--- config.mk ---
export PLATFORM = sky130hd
export DESIGN_NAME = img_upload_port
export DESIGN_NICKNAME = d
export VERILOG_FILES = /design/src/rtl/img_upload_pkg.sv /design/src/rtl/upl_reg_if.sv /design/src/rtl/upl_pix_ctr.sv /design/src/rtl/upl_fetch.sv /design/src/rtl/img_upload_port.sv
export SDC_FILE = /design/constraint.sdc
export NUM_CORES = 1
export LEC_CHECK = 0
export BUFFER_PORTS_ARGS = -buffer_cell sky130_fd_sc_hd__buf_2
export CAP_MARGIN = 10
export CORE_ASPECT_RATIO = 2
export CORE_MARGIN = 8
export CORE_UTILIZATION = 54
export DETAILED_ROUTE_END_ITERATION = 12
export PLACE_DENSITY_LB_ADDON = 0.05
export SETUP_SLACK_MARGIN = 0.4
export SLEW_MARGIN = 20
export SYNTH_ARGS = -nofsm -noshare
export SYNTH_HDL_FRONTEND = slang
export SYNTH_SLANG_ARGS = --single-unit
--- constraint.sdc ---
create_clock -name clk -period 3.9 [get_ports clk]
set_input_delay 0.195 -clock clk [delete_from_list [all_inputs] [get_ports clk]]
set_output_delay 0.195 -clock clk [all_outputs]
set_load 0.005 [all_outputs]
--- src/rtl/img_upload_pkg.sv ---
package img_upload_pkg;

    localparam int DATA_W     = 8;
    localparam int PIX_AW_DEF = 16;

    localparam logic [7:0] ADR_CTRL   = 8'h58;
    localparam logic [7:0] ADR_LUMA   = 8'h59;
    localparam logic [7:0] ADR_CHROMA = 8'h5A;

    // Control register layout, most significant field first.
    typedef struct packed {
        logic [4:0] rsv;
        logic       busy;
        logic       frozen;
        logic       clr;
    } ctrl_reg_t;

    typedef struct packed {
        logic [DATA_W-1:0] luma;
        logic [DATA_W-1:0] chroma;
    } pixel_t;

    // Strobes passed from the register decode to the datapath.
    typedef struct packed {
        logic clr;
        logic adv;
    } host_op_t;

    function automatic logic is_data_reg(input logic [7:0] a);
        return (a == ADR_LUMA) || (a == ADR_CHROMA);
    endfunction

endpackage

--- src/rtl/upl_reg_if.sv ---
module upl_reg_if
    import img_upload_pkg::*;
(
    input  logic              clk,
    input  logic              rst,
    input  logic [7:0]        host_addr,
    input  logic              host_rd,
    input  logic              host_wr,
    input  logic [7:0]        host_wdata,
    input  logic              freeze_in,
    input  logic              busy,
    input  pixel_t            pix,
    output host_op_t          op,
    output logic [DATA_W-1:0] rd_data
);

    logic      data_ok;
    ctrl_reg_t ctrl_rd;
    ctrl_reg_t ctrl_wr;
    logic      unused_wbits;

    assign data_ok = freeze_in && !busy;
    assign ctrl_wr = ctrl_reg_t'(host_wdata);
    assign unused_wbits = ^{ctrl_wr.rsv, ctrl_wr.busy, ctrl_wr.frozen};

    always_comb begin
        ctrl_rd        = '0;
        ctrl_rd.busy   = busy;
        ctrl_rd.frozen = freeze_in;
    end

    always_comb begin
        op.clr = host_wr && (host_addr == ADR_CTRL) && ctrl_wr.clr;
        op.adv = host_rd && (host_addr == ADR_CHROMA) && data_ok;
    end

    always_ff @(posedge clk) begin
        if (rst) begin
            rd_data <= '0;
        end else if (host_rd) begin
            unique case (host_addr)
                ADR_CTRL:   rd_data <= ctrl_rd;
                ADR_LUMA:   rd_data <= data_ok ? pix.luma   : '0;
                ADR_CHROMA: rd_data <= data_ok ? pix.chroma : '0;
                default:    rd_data <= '0;
            endcase
        end
    end

endmodule

--- src/rtl/upl_pix_ctr.sv ---
module upl_pix_ctr #(
    parameter int PIX_AW = img_upload_pkg::PIX_AW_DEF
) (
    input  logic              clk,
    input  logic              rst,
    input  logic              clr,
    input  logic              adv,
    input  logic [PIX_AW-1:0] frame_len,
    output logic [PIX_AW-1:0] cnt
);

    localparam int EXT_W = PIX_AW + 1;

    logic [EXT_W-1:0]  inc_ext;
    logic [PIX_AW-1:0] nxt;

    assign inc_ext = {1'b0, cnt} + EXT_W'(1);
    assign nxt     = (inc_ext >= {1'b0, frame_len}) ? '0 : inc_ext[PIX_AW-1:0];

    always_ff @(posedge clk) begin
        if (rst) begin
            cnt <= '0;
        end else if (clr) begin
            cnt <= '0;
        end else if (adv) begin
            cnt <= nxt;
        end
    end

endmodule

--- src/rtl/upl_fetch.sv ---
module upl_fetch
    import img_upload_pkg::*;
(
    input  logic   clk,
    input  logic   rst,
    input  logic   clr,
    input  logic   adv,
    input  logic   mem_rvalid,
    input  pixel_t mem_pix,
    output logic   mem_req,
    output logic   busy,
    output pixel_t pix
);

    logic redo;

    always_ff @(posedge clk) begin
        if (rst) begin
            mem_req <= 1'b0;
            busy    <= 1'b0;
            redo    <= 1'b0;
            pix     <= '0;
        end else begin
            mem_req <= 1'b0;
            if (clr) begin
                if (busy && !mem_rvalid) begin
                    redo <= 1'b1;
                end else begin
                    mem_req <= 1'b1;
                    busy    <= 1'b1;
                    redo    <= 1'b0;
                end
            end else if (adv) begin
                mem_req <= 1'b1;
                busy    <= 1'b1;
            end else if (busy && mem_rvalid) begin
                if (redo) begin
                    mem_req <= 1'b1;
                    redo    <= 1'b0;
                end else begin
                    busy <= 1'b0;
                    pix  <= mem_pix;
                end
            end
        end
    end

endmodule

--- src/rtl/img_upload_port.sv ---
module img_upload_port
    import img_upload_pkg::*;
#(
    parameter int PIX_AW = PIX_AW_DEF
) (
    input  logic                clk,
    input  logic                rst,
    input  logic [7:0]          host_addr,
    input  logic                host_rd,
    input  logic                host_wr,
    input  logic [7:0]          host_wdata,
    output logic [7:0]          rd_data,
    input  logic                freeze_in,
    input  logic [PIX_AW-1:0]   frame_len,
    output logic                mem_req,
    output logic [PIX_AW-1:0]   mem_addr,
    input  logic                mem_rvalid,
    input  logic [2*DATA_W-1:0] mem_rdata
);

    host_op_t          op;
    logic              busy_w;
    pixel_t            pix_w;
    logic [PIX_AW-1:0] cnt_w;

    upl_reg_if u_regs (
        .clk        (clk),
        .rst        (rst),
        .host_addr  (host_addr),
        .host_rd    (host_rd),
        .host_wr    (host_wr),
        .host_wdata (host_wdata),
        .freeze_in  (freeze_in),
        .busy       (busy_w),
        .pix        (pix_w),
        .op         (op),
        .rd_data    (rd_data)
    );

    upl_pix_ctr #(.PIX_AW(PIX_AW)) u_ctr (
        .clk       (clk),
        .rst       (rst),
        .clr       (op.clr),
        .adv       (op.adv),
        .frame_len (frame_len),
        .cnt       (cnt_w)
    );

    upl_fetch u_fetch (
        .clk        (clk),
        .rst        (rst),
        .clr        (op.clr),
        .adv        (op.adv),
        .mem_rvalid (mem_rvalid),
        .mem_pix    (pixel_t'(mem_rdata)),
        .mem_req    (mem_req),
        .busy       (busy_w),
        .pix        (pix_w)
    );

    assign mem_addr = cnt_w;

endmodule

# [Word level (Yosys, flattened, before mapping)]
# Cells that the tools add are included.
[totals] in_bits=54 output_inout_bits=25 mem_bits_rw=0 romBits=0 latchBits=0 n_memories=0 wordCells=51 ff_bits=43
[op_classes] shifts=0 n_mul=0 magnitude_cmp=1 n_div=0 n_reduce_logical=15 eq_ne=6 bitwise=3 mux=18 addsub=1
[op_table] operator="equality test 8 x 7 -> 1 bit (second input constant)" n=3
[op_table] operator="case mux 8 bit (3 select lines)" n=1
[op_table] operator="adder 16 x 1 -> 17 bit (second input constant)" n=1
[op_table] operator=">= comparator 17 x 16 -> 1 bit" n=1
[op_table] operator="2-to-1 mux 16 bit" n=1
[op_table] operator="2-to-1 mux 8 bit" n=2
[op_table] operator="2-to-1 mux 1 bit" n=14
[op_table] operator="logical AND 1 bit" n=7
[op_table] operator="AND reduction 4 bit" n=1
[op_table] operator="!= test 3 bit (second input constant)" n=1
[op_table] operator="NOT 1 bit" n=3
[op_table] operator="AND reduction 3 bit" n=1
[op_table] operator="nonzero test 3 bit" n=1
[op_table] operator="logical NOT 1 bit" n=2
[op_table] operator="!= test 2 x 1 -> 1 bit (second input constant)" n=1
[op_table] operator="!= test 2 bit (second input constant)" n=1
[op_table] operator="AND reduction 2 bit" n=1
[op_table] operator="nonzero test 2 bit" n=1
[op_table] operator="OR reduction 2 bit" n=1

# [Longest topological paths before layout]
# Gate-level depths: netlist of run 1.
[logic_depth] word_depth=5 ltp_mapped=13 ltp_nobuf=12

# [Hierarchy]
# Synthesis of run 1 repeated with hierarchy kept, for this count alone.
[hier_totals] cells_unflattened=295 hier_area_um2=2625.0
[modules_own_cells] module="upl_pix_ctr" seq_area_each_um2=320.3 area_per_inst_um2=1343.8 instances=1 cells_per_inst=167
[modules_own_cells] module="upl_fetch" seq_area_each_um2=380.4 area_per_inst_um2=848.3 instances=1 cells_per_inst=84
[modules_own_cells] module="upl_reg_if" seq_area_each_um2=160.2 area_per_inst_um2=432.9 instances=1 cells_per_inst=44

# [Worst setup path before layout of run 1]
# No wires, ideal clock.
[synth_path] path_kind="reg2reg" start="register u_ctr.cnt[0]" end="register u_ctr.cnt[5]" stages_incl_launch_ff=13 t_arrival_ns=2.575 path_slack_ns=1.266 t_required_ns=3.841 cell_sequence="dfxtp_1 ha_1 nand3_1 or3_1 nand2_1 ha_1 nand4_1 nor3_1 a2111oi_0 o2111ai_2 inv_2 buf_6 a22o_1"
[synth_between] elab_chain_len=3
[synth_lines] element="start, declared" line_no="upl_pix_ctr.sv:9" source="output logic [PIX_AW-1:0] cnt"
[synth_lines] element="start signal, assigned" line_no="upl_pix_ctr.sv:26" source="cnt <= nxt;"
[synth_lines] element="adder 16 x 1 -> 17 bit (*)" line_no="upl_pix_ctr.sv:17" source="assign inc_ext = {1'b0, cnt} + EXT_W'(1);"
[synth_lines] element=">= comparator 17 x 16 -> 1 bit" line_no="upl_pix_ctr.sv:18" source="assign nxt = (inc_ext >= {1'b0, frame_len}) ? '0 : inc_ext[PIX_AW-1:0];"
[synth_lines] element="2-to-1 mux 16 bit (*)" line_no="upl_pix_ctr.sv:18"
# Mark *: on every way between the ends. The rest lies on a longest branch, timed or not.
# A chain may end at the register's enable or synchronous reset.

# [Worst setup path in the final report of run 1]
[layout_path] start="register u_ctr.cnt[0]" end="register u_ctr.cnt[10]"
# The elaborated chain is that of the path after synthesis.

==> results.cfg, run 1 <==
[layout]
instances_no_fill = 394
fillCellCount = 392
layout.nets = 409
area_delta_synth_final_pct = 18.02
final_cell_mix = buf_2 (71), dfxtp_1 (43), nor2_1 (36), a22o_1 (19), a21oi_1 (18)
final_common_cell = buf_2
drive_gt1_frac = 0.2684

[routing]
drt_iter0_markers = 63
wl_per_cell_um = 15.37
vias = 2110
first_pass_iters = 4
drc_errors = 0
drtAntennaViolNets = 0
drt-total-wl_mm = 6.056
avgViaCountPerCell = 5.355

[timing]
fin_ws_ns = 0.6697
rsz0062_at_grt = no
fin_worst_skew_ns = 0.004950
slew_headroom = 0.4687
slew_violations = 0
hold-worst-slack_ns = 0.1123
setup_violations = 0
fmax_mhz = 309.6
fin_tns_setup_ns = 0
period_minus_slack_ns = 3.230
tightest_slew_ns = 0.7970
min_period_over_period = 0.8283
finalHoldViolCount = 0

[global_routing]
grt_first_pass_wirelength_mm = 10.14
grt_pass1_vias = 2232
grt_overflow = 0
grt_max_degree = 30
antenna_found_initial = 0
track_usage = 0.1746

[clock_tree]
cts_setup_buffers = 0
root_buffer = clkbuf_8
cts_max_level = 2
cts_resized = 0
clk_latency_ns = 0.29
ctsHoldBuffers = 0
cts_buffer_depth = 2
clock_sinks = 43
cts_buffers = 5
clk_pin_slew_worst_paths_ns = 0.08
cts_tree = done

[place]
port_buffers = 71
place_ws_ns = 0.7331
dp.cells = 385
place_congestion = 0.8454
dp.final_hpwl_mm = 4.755

[floorplan]
dieArea_um2 = 6986
die_h_um = 110.5
rows = 34
die_width_um = 63.24
initial_core_util = 0.5554
io-pin-count = 79
core_um2 = 4339

[worst_setup_path]
slowest_delay_ns = 0.48
rr_worst_depth = 11
critPathBufInv = 1
cp.arrival_ns = 3.47
cp_top_family = compound AO/OA/AOI/OAI gates
r2r_start = u_ctr.cnt[0]$_SDFFE_PP0P_
path_depth = 11
cp.required_ns = 4.14
critPathKind = reg -> reg
r2r_slack_ns = 0.67
cp-end-kind = register
crit_path_end = u_ctr.cnt[10]$_SDFFE_PP0P_
worstPathCellList = ha_1, nand3_1, nor2_1, xor2_1, ha_1, a211oi_1, nor2_1, a2111oi_0, o2111ai_2, inv_2, a22o_1
critPathSlowestCell = a2111oi_0
crit_fanout = 12
r2r_end = u_ctr.cnt[10]$_SDFFE_PP0P_
crit_start = u_ctr.cnt[0]$_SDFFE_PP0P_
cp-start-kind = register

[synth]
yosys.cell_types.count = 45
async_flop_share = 0
syn_inst = 270
synth-edff-count = 0
syn_area_um2 = 2410
syn_avg_cell_area_um2 = 8.925
synth_flop_cell = dfxtp_1
ys_seq_area_frac = 0.3572
ys_warn_count = 0
synth_seq_cells = 43
syn_nets = 341

[min_path]
hold_path_class = in -> reg

[outcome]
outcome = finished clean

[pwr]
ir_drop_mv = 0.2419
powerDensity_nw_per_um2 = 271.8
cellLeakagePower_nw = 1.347

[job]
drv_cap = 0
where the power goes:
part,internal [mW],total [mW],switching (mW)
Clock,0.125,0.275,0.150
Combinational,0.0272,0.0578,0.0305
Sequential,0.440,0.440,0.000512
worst reg2reg max path, cell delays in order (launching register included):
cell	delay (ns)
dfxtp_1	0.45
ha_1	0.25
nand3_1	0.22
nor2_1	0.19
xor2_1	0.26
ha_1	0.30
a211oi_1	0.25
nor2_1	0.07
a2111oi_0	0.48
o2111ai_2	0.28
inv_2	0.28
a22o_1	0.17
how the worst min path moves through the flow:
| stage | cells after the start | to | from | slack [ns] |
|---|---|---|---|---|
| global placement | 2 | u_fetch.redo$_SDFFE_PP0P_ | mem_rvalid | 0.42 |
| CTS | 2 | u_fetch.redo$_SDFFE_PP0P_ | mem_rvalid | 0.11 |
| detailed placement | 2 | u_fetch.redo$_SDFFE_PP0P_ | mem_rvalid | 0.42 |
| global route | 2 | u_fetch.redo$_SDFFE_PP0P_ | mem_rvalid | 0.10 |
| finish | 2 | u_fetch.redo$_SDFFE_PP0P_ | mem_rvalid | 0.11 |
| floorplan | 1 | u_fetch.redo$_SDFFE_PP0P_ | mem_rvalid | 0.30 |
flip-flops by register name (all words and copies together) (netlist names):
signal,cells
u_regs.rd_data,8
u_fetch.mem_req,1
u_fetch.redo,1
u_fetch.pix,16
u_fetch.busy,1
u_ctr.cnt,16
layer usage:
| metal | GRT usage | vias up | share of wire |
|---|---|---|---|
| li1 | - | 1086 | - |
| met1 | 0.1645 | 970 | 0.38 |
| met2 | 0.3331 | 49 | 0.55 |
| met3 | 0.05466 | 5 | 0.056 |
| met4 | 0.06597 | 0 | 0.012 |
| met5 | 0 | - | 0 |
layout make-up:
| type | instances | area, µm² | area share |
|---|---|---|---|
| well taps | 54 | 67.56 | 0.02376 |
| diodes | 1 | 2.502 | 0.0008799 |
| clock inverters | 2 | 12.51 | 0.004399 |
| multi-input cells | 198 | 1398 | 0.4914 |
| flip-flops and latches | 43 | 860.8 | 0.3027 |
| clock buffers | 6 | 72.57 | 0.02552 |
| inverters | 18 | 67.56 | 0.02376 |
| repair buffers | 72 | 362.8 | 0.1276 |
stage by stage:
| step | total power, mW | util | instance area, µm² |
|---|---|---|---|
| detailed placement | 0.5089 | 0.6352 | 2756 |
| CTS | 0.7793 | 0.6548 | 2841 |
| finish | 0.7729 | 0.6554 | 2844 |
| global route | 0.8064 | 0.6548 | 2841 |
| global placement | 0.5080 | 0.6352 | 2756 |
| floorplan | 0.4775 | - | 2410 |
synth_stat cells, drive strengths merged (7+ instances only):
cell,instances,area [µm²]
nor2b,9,63.81
xnor2,7,61.31
ha,17,212.7
nand4,8,50.05
buf,7,68.81
nor2,36,135.1
dfxtp,43,860.8
a21oi,19,98.85
nand2,17,63.81
inv,18,67.56
a22o,19,166.4
mux2i,17,170.2
cells by family (layout without fill, tap and decap cells):
logic type,Yosys count,in the layout,share of synthesized area
and+or+nand+nor,97,97,0.2150
AOI/OAI and AO/OA,56,56,0.1661
DFF,43,43,0.3572
buffers and inverters,29,98,0.06282
adders and majority gates,17,17,0.08826
muxes,17,17,0.07061
xor gates and xnor gates,11,11,0.03998
other,0,1,0
Power figures use the tool's default switching activity.
==> inputs of run 2 (changes only) <==
--- a/config.mk
+++ b/config.mk
@@ -9,7 +9,7 @@
 export CAP_MARGIN = 10
 export CORE_ASPECT_RATIO = 2
 export CORE_MARGIN = 8
-export CORE_UTILIZATION = 54
+export CORE_UTILIZATION = 51
 export DETAILED_ROUTE_END_ITERATION = 12
 export PLACE_DENSITY_LB_ADDON = 0.05
 export SETUP_SLACK_MARGIN = 0.4
==> constraint.sdc (replaced) <==
create_clock -name clk -period 3.25 [get_ports clk]
set_input_delay 0.1625 -clock clk [delete_from_list [all_inputs] [get_ports clk]]
set_output_delay 0.1625 -clock clk [all_outputs]
set_load 0.005 [all_outputs]
==> results.cfg, run 2 (synthesis results as in run 1) <==
[floorplan]
core_um2 = 4598
rows = 35
die_width_um = 64.61
initial_core_util = 0.5241
io-pin-count = 79
dieArea_um2 = 7314
die_h_um = 113.2

[worst_setup_path]
cp-start-kind = register
critPathSlowestCell = a2111oi_4
crit_fanout = 6
r2r_end = u_ctr.cnt[4]$_SDFFE_PP0P_
worstPathCellList = ha_4, nand3_4, nor2_2, xor2_1, ha_1, a211oi_2, nor2_1, a2111oi_4, o2111ai_4, buf_4, a21oi_1, a21o_1
slowest_delay_ns = 0.40
rr_worst_depth = 12
crit_start = u_ctr.cnt[1]$_SDFFE_PP0P_
r2r_slack_ns = 0.51
critPathKind = reg -> reg
cp.arrival_ns = 2.98
cp-end-kind = register
r2r_start = u_ctr.cnt[1]$_SDFFE_PP0P_
cp.required_ns = 3.49

[timing]
slew_headroom = 0.4638
hold-worst-slack_ns = 0.07510
tightest_slew_ns = 0.8043
finalHoldViolCount = 0
slew_violations = 0
fin_tns_setup_ns = 0
period_minus_slack_ns = 2.741
fmax_mhz = 364.8
fin_worst_skew_ns = 0.006056
setup_violations = 0
rsz0062_at_grt = no
min_period_over_period = 0.8435

[clock_tree]
cts_tree = done
root_buffer = clkbuf_8
cts_buffer_depth = 2
clk_latency_ns = 0.30
clk_pin_slew_worst_paths_ns = 0.08
ctsHoldBuffers = 0
cts_max_level = 2
clock_sinks = 43
cts_buffers = 5

[layout]
final_cell_mix = buf_2 (71), dfxtp_1 (36), nor2_1 (32), a22o_1 (19), a21oi_1 (18)
drive_gt1_frac = 0.3382
final-seq-area_um2 = 872.1
fillCellCount = 433
area_delta_synth_final_pct = 26.06
layout.nets = 416
multi_input_area_um2 = 1499
reg_top3 = u_ctr.cnt x16, u_fetch.pix x16, u_regs.rd_data x8
antenna_cells = 0
final_common_cell = buf_2

[routing]
drt_iter0_markers = 108
wl_per_cell_um = 15.81
vias = 2195
drc_errors = 0
first_pass_iters = 4
drt-total-wl_mm = 6.339
avgViaCountPerCell = 5.474
drtAntennaViolNets = 0

[global_routing]
antenna_found_initial = 0
grt_max_degree = 30
track_usage = 0.1818
grt_first_pass_wirelength_mm = 10.68
grt_overflow = 0
grt_pass1_vias = 2363

[job]
drv_cap = 0

[place]
dp.final_hpwl_mm = 4.944
port_buffers = 71
place_congestion = 0.8259

[pwr]
powerDensity_nw_per_um2 = 334.6
ir_drop_mv = 0.2425
cellLeakagePower_nw = 1.417

[outcome]
outcome = finished clean

[min_path]
hold_path_class = in -> reg
min_from = mem_rvalid
worstHoldEndpoint = u_fetch.redo$_SDFFE_PP0P_
whs_path_depth = 2
run 2: how the worst max path moves through the flow:
stage	to	slack, ns	depth (start not counted)
final	u_ctr.cnt[4]$_SDFFE_PP0P_	0.51	12
after detailed placement	u_ctr.cnt[4]$_SDFFE_PP0P_	0.25	13
after floorplan	u_ctr.cnt[5]$_SDFFE_PP0P_	0.62	12
after global placement	u_ctr.cnt[4]$_SDFFE_PP0P_	0.27	13
after CTS	u_ctr.cnt[8]$_SDFFE_PP0P_	0.40	12
after global routing	u_ctr.cnt[4]$_SDFFE_PP0P_	0.38	13
run 2: routing by layer:
metal,vias up,global-route usage,part of all wire
met2,67,0.3304,0.54
met1,1011,0.1670,0.37
met4,0,0.1026,0.032
li1,1099,-,-
met5,-,0,0
met3,18,0.06330,0.060
run 2: timing repair:
action / 4_1_cts / 5_1_grt
buffers inserted: 2 / 3
resized for setup: 9 / 19
pin swaps: 1 / 10
endpoints found under the setup margin: 16 / 16
run 2: area by class of cell:
cell class	count	area share
inverter	18	0.02306
clock buffer	5	0.02265
clock inverter	3	0.01442
sequential	43	0.2871
multi-input combinational	198	0.4934
tap	55	0.02265
timing repair buffer	79	0.1367
run 2: stage by stage:
stage	setup WS (ns)	cells	power, mW	instance area (µm²)	util
finish	0.5087	401	1.016	3038	0.6607
global placement	0.2675	388	0.6095	2773	0.6030
floorplan	0.6163	270	0.5731	2410	-
global route	0.3844	401	1.054	3038	0.6607
detailed placement	0.2477	388	0.6104	2773	0.6030
CTS	0.4035	398	1.027	2935	0.6384
run 2: worst max-delay path, delay by kind of cell, from the launching register on:
| kind | cells | cell delay [ns] |
|---|---|---|
| and+or+nand+nor | 3 | 0.36 |
| AOI/OAI and AO/OA | 5 | 1.03 |
| adders and majority gates | 2 | 0.46 |
| DFF | 1 | 0.38 |
| buffers and inverters | 1 | 0.19 |
| xor gates and xnor gates | 1 | 0.27 |
run 2: power by group:
group	switching (mW)	internal, mW
registers	0.000588	0.527
clock network	0.189	0.229
logic	0.0375	0.0334
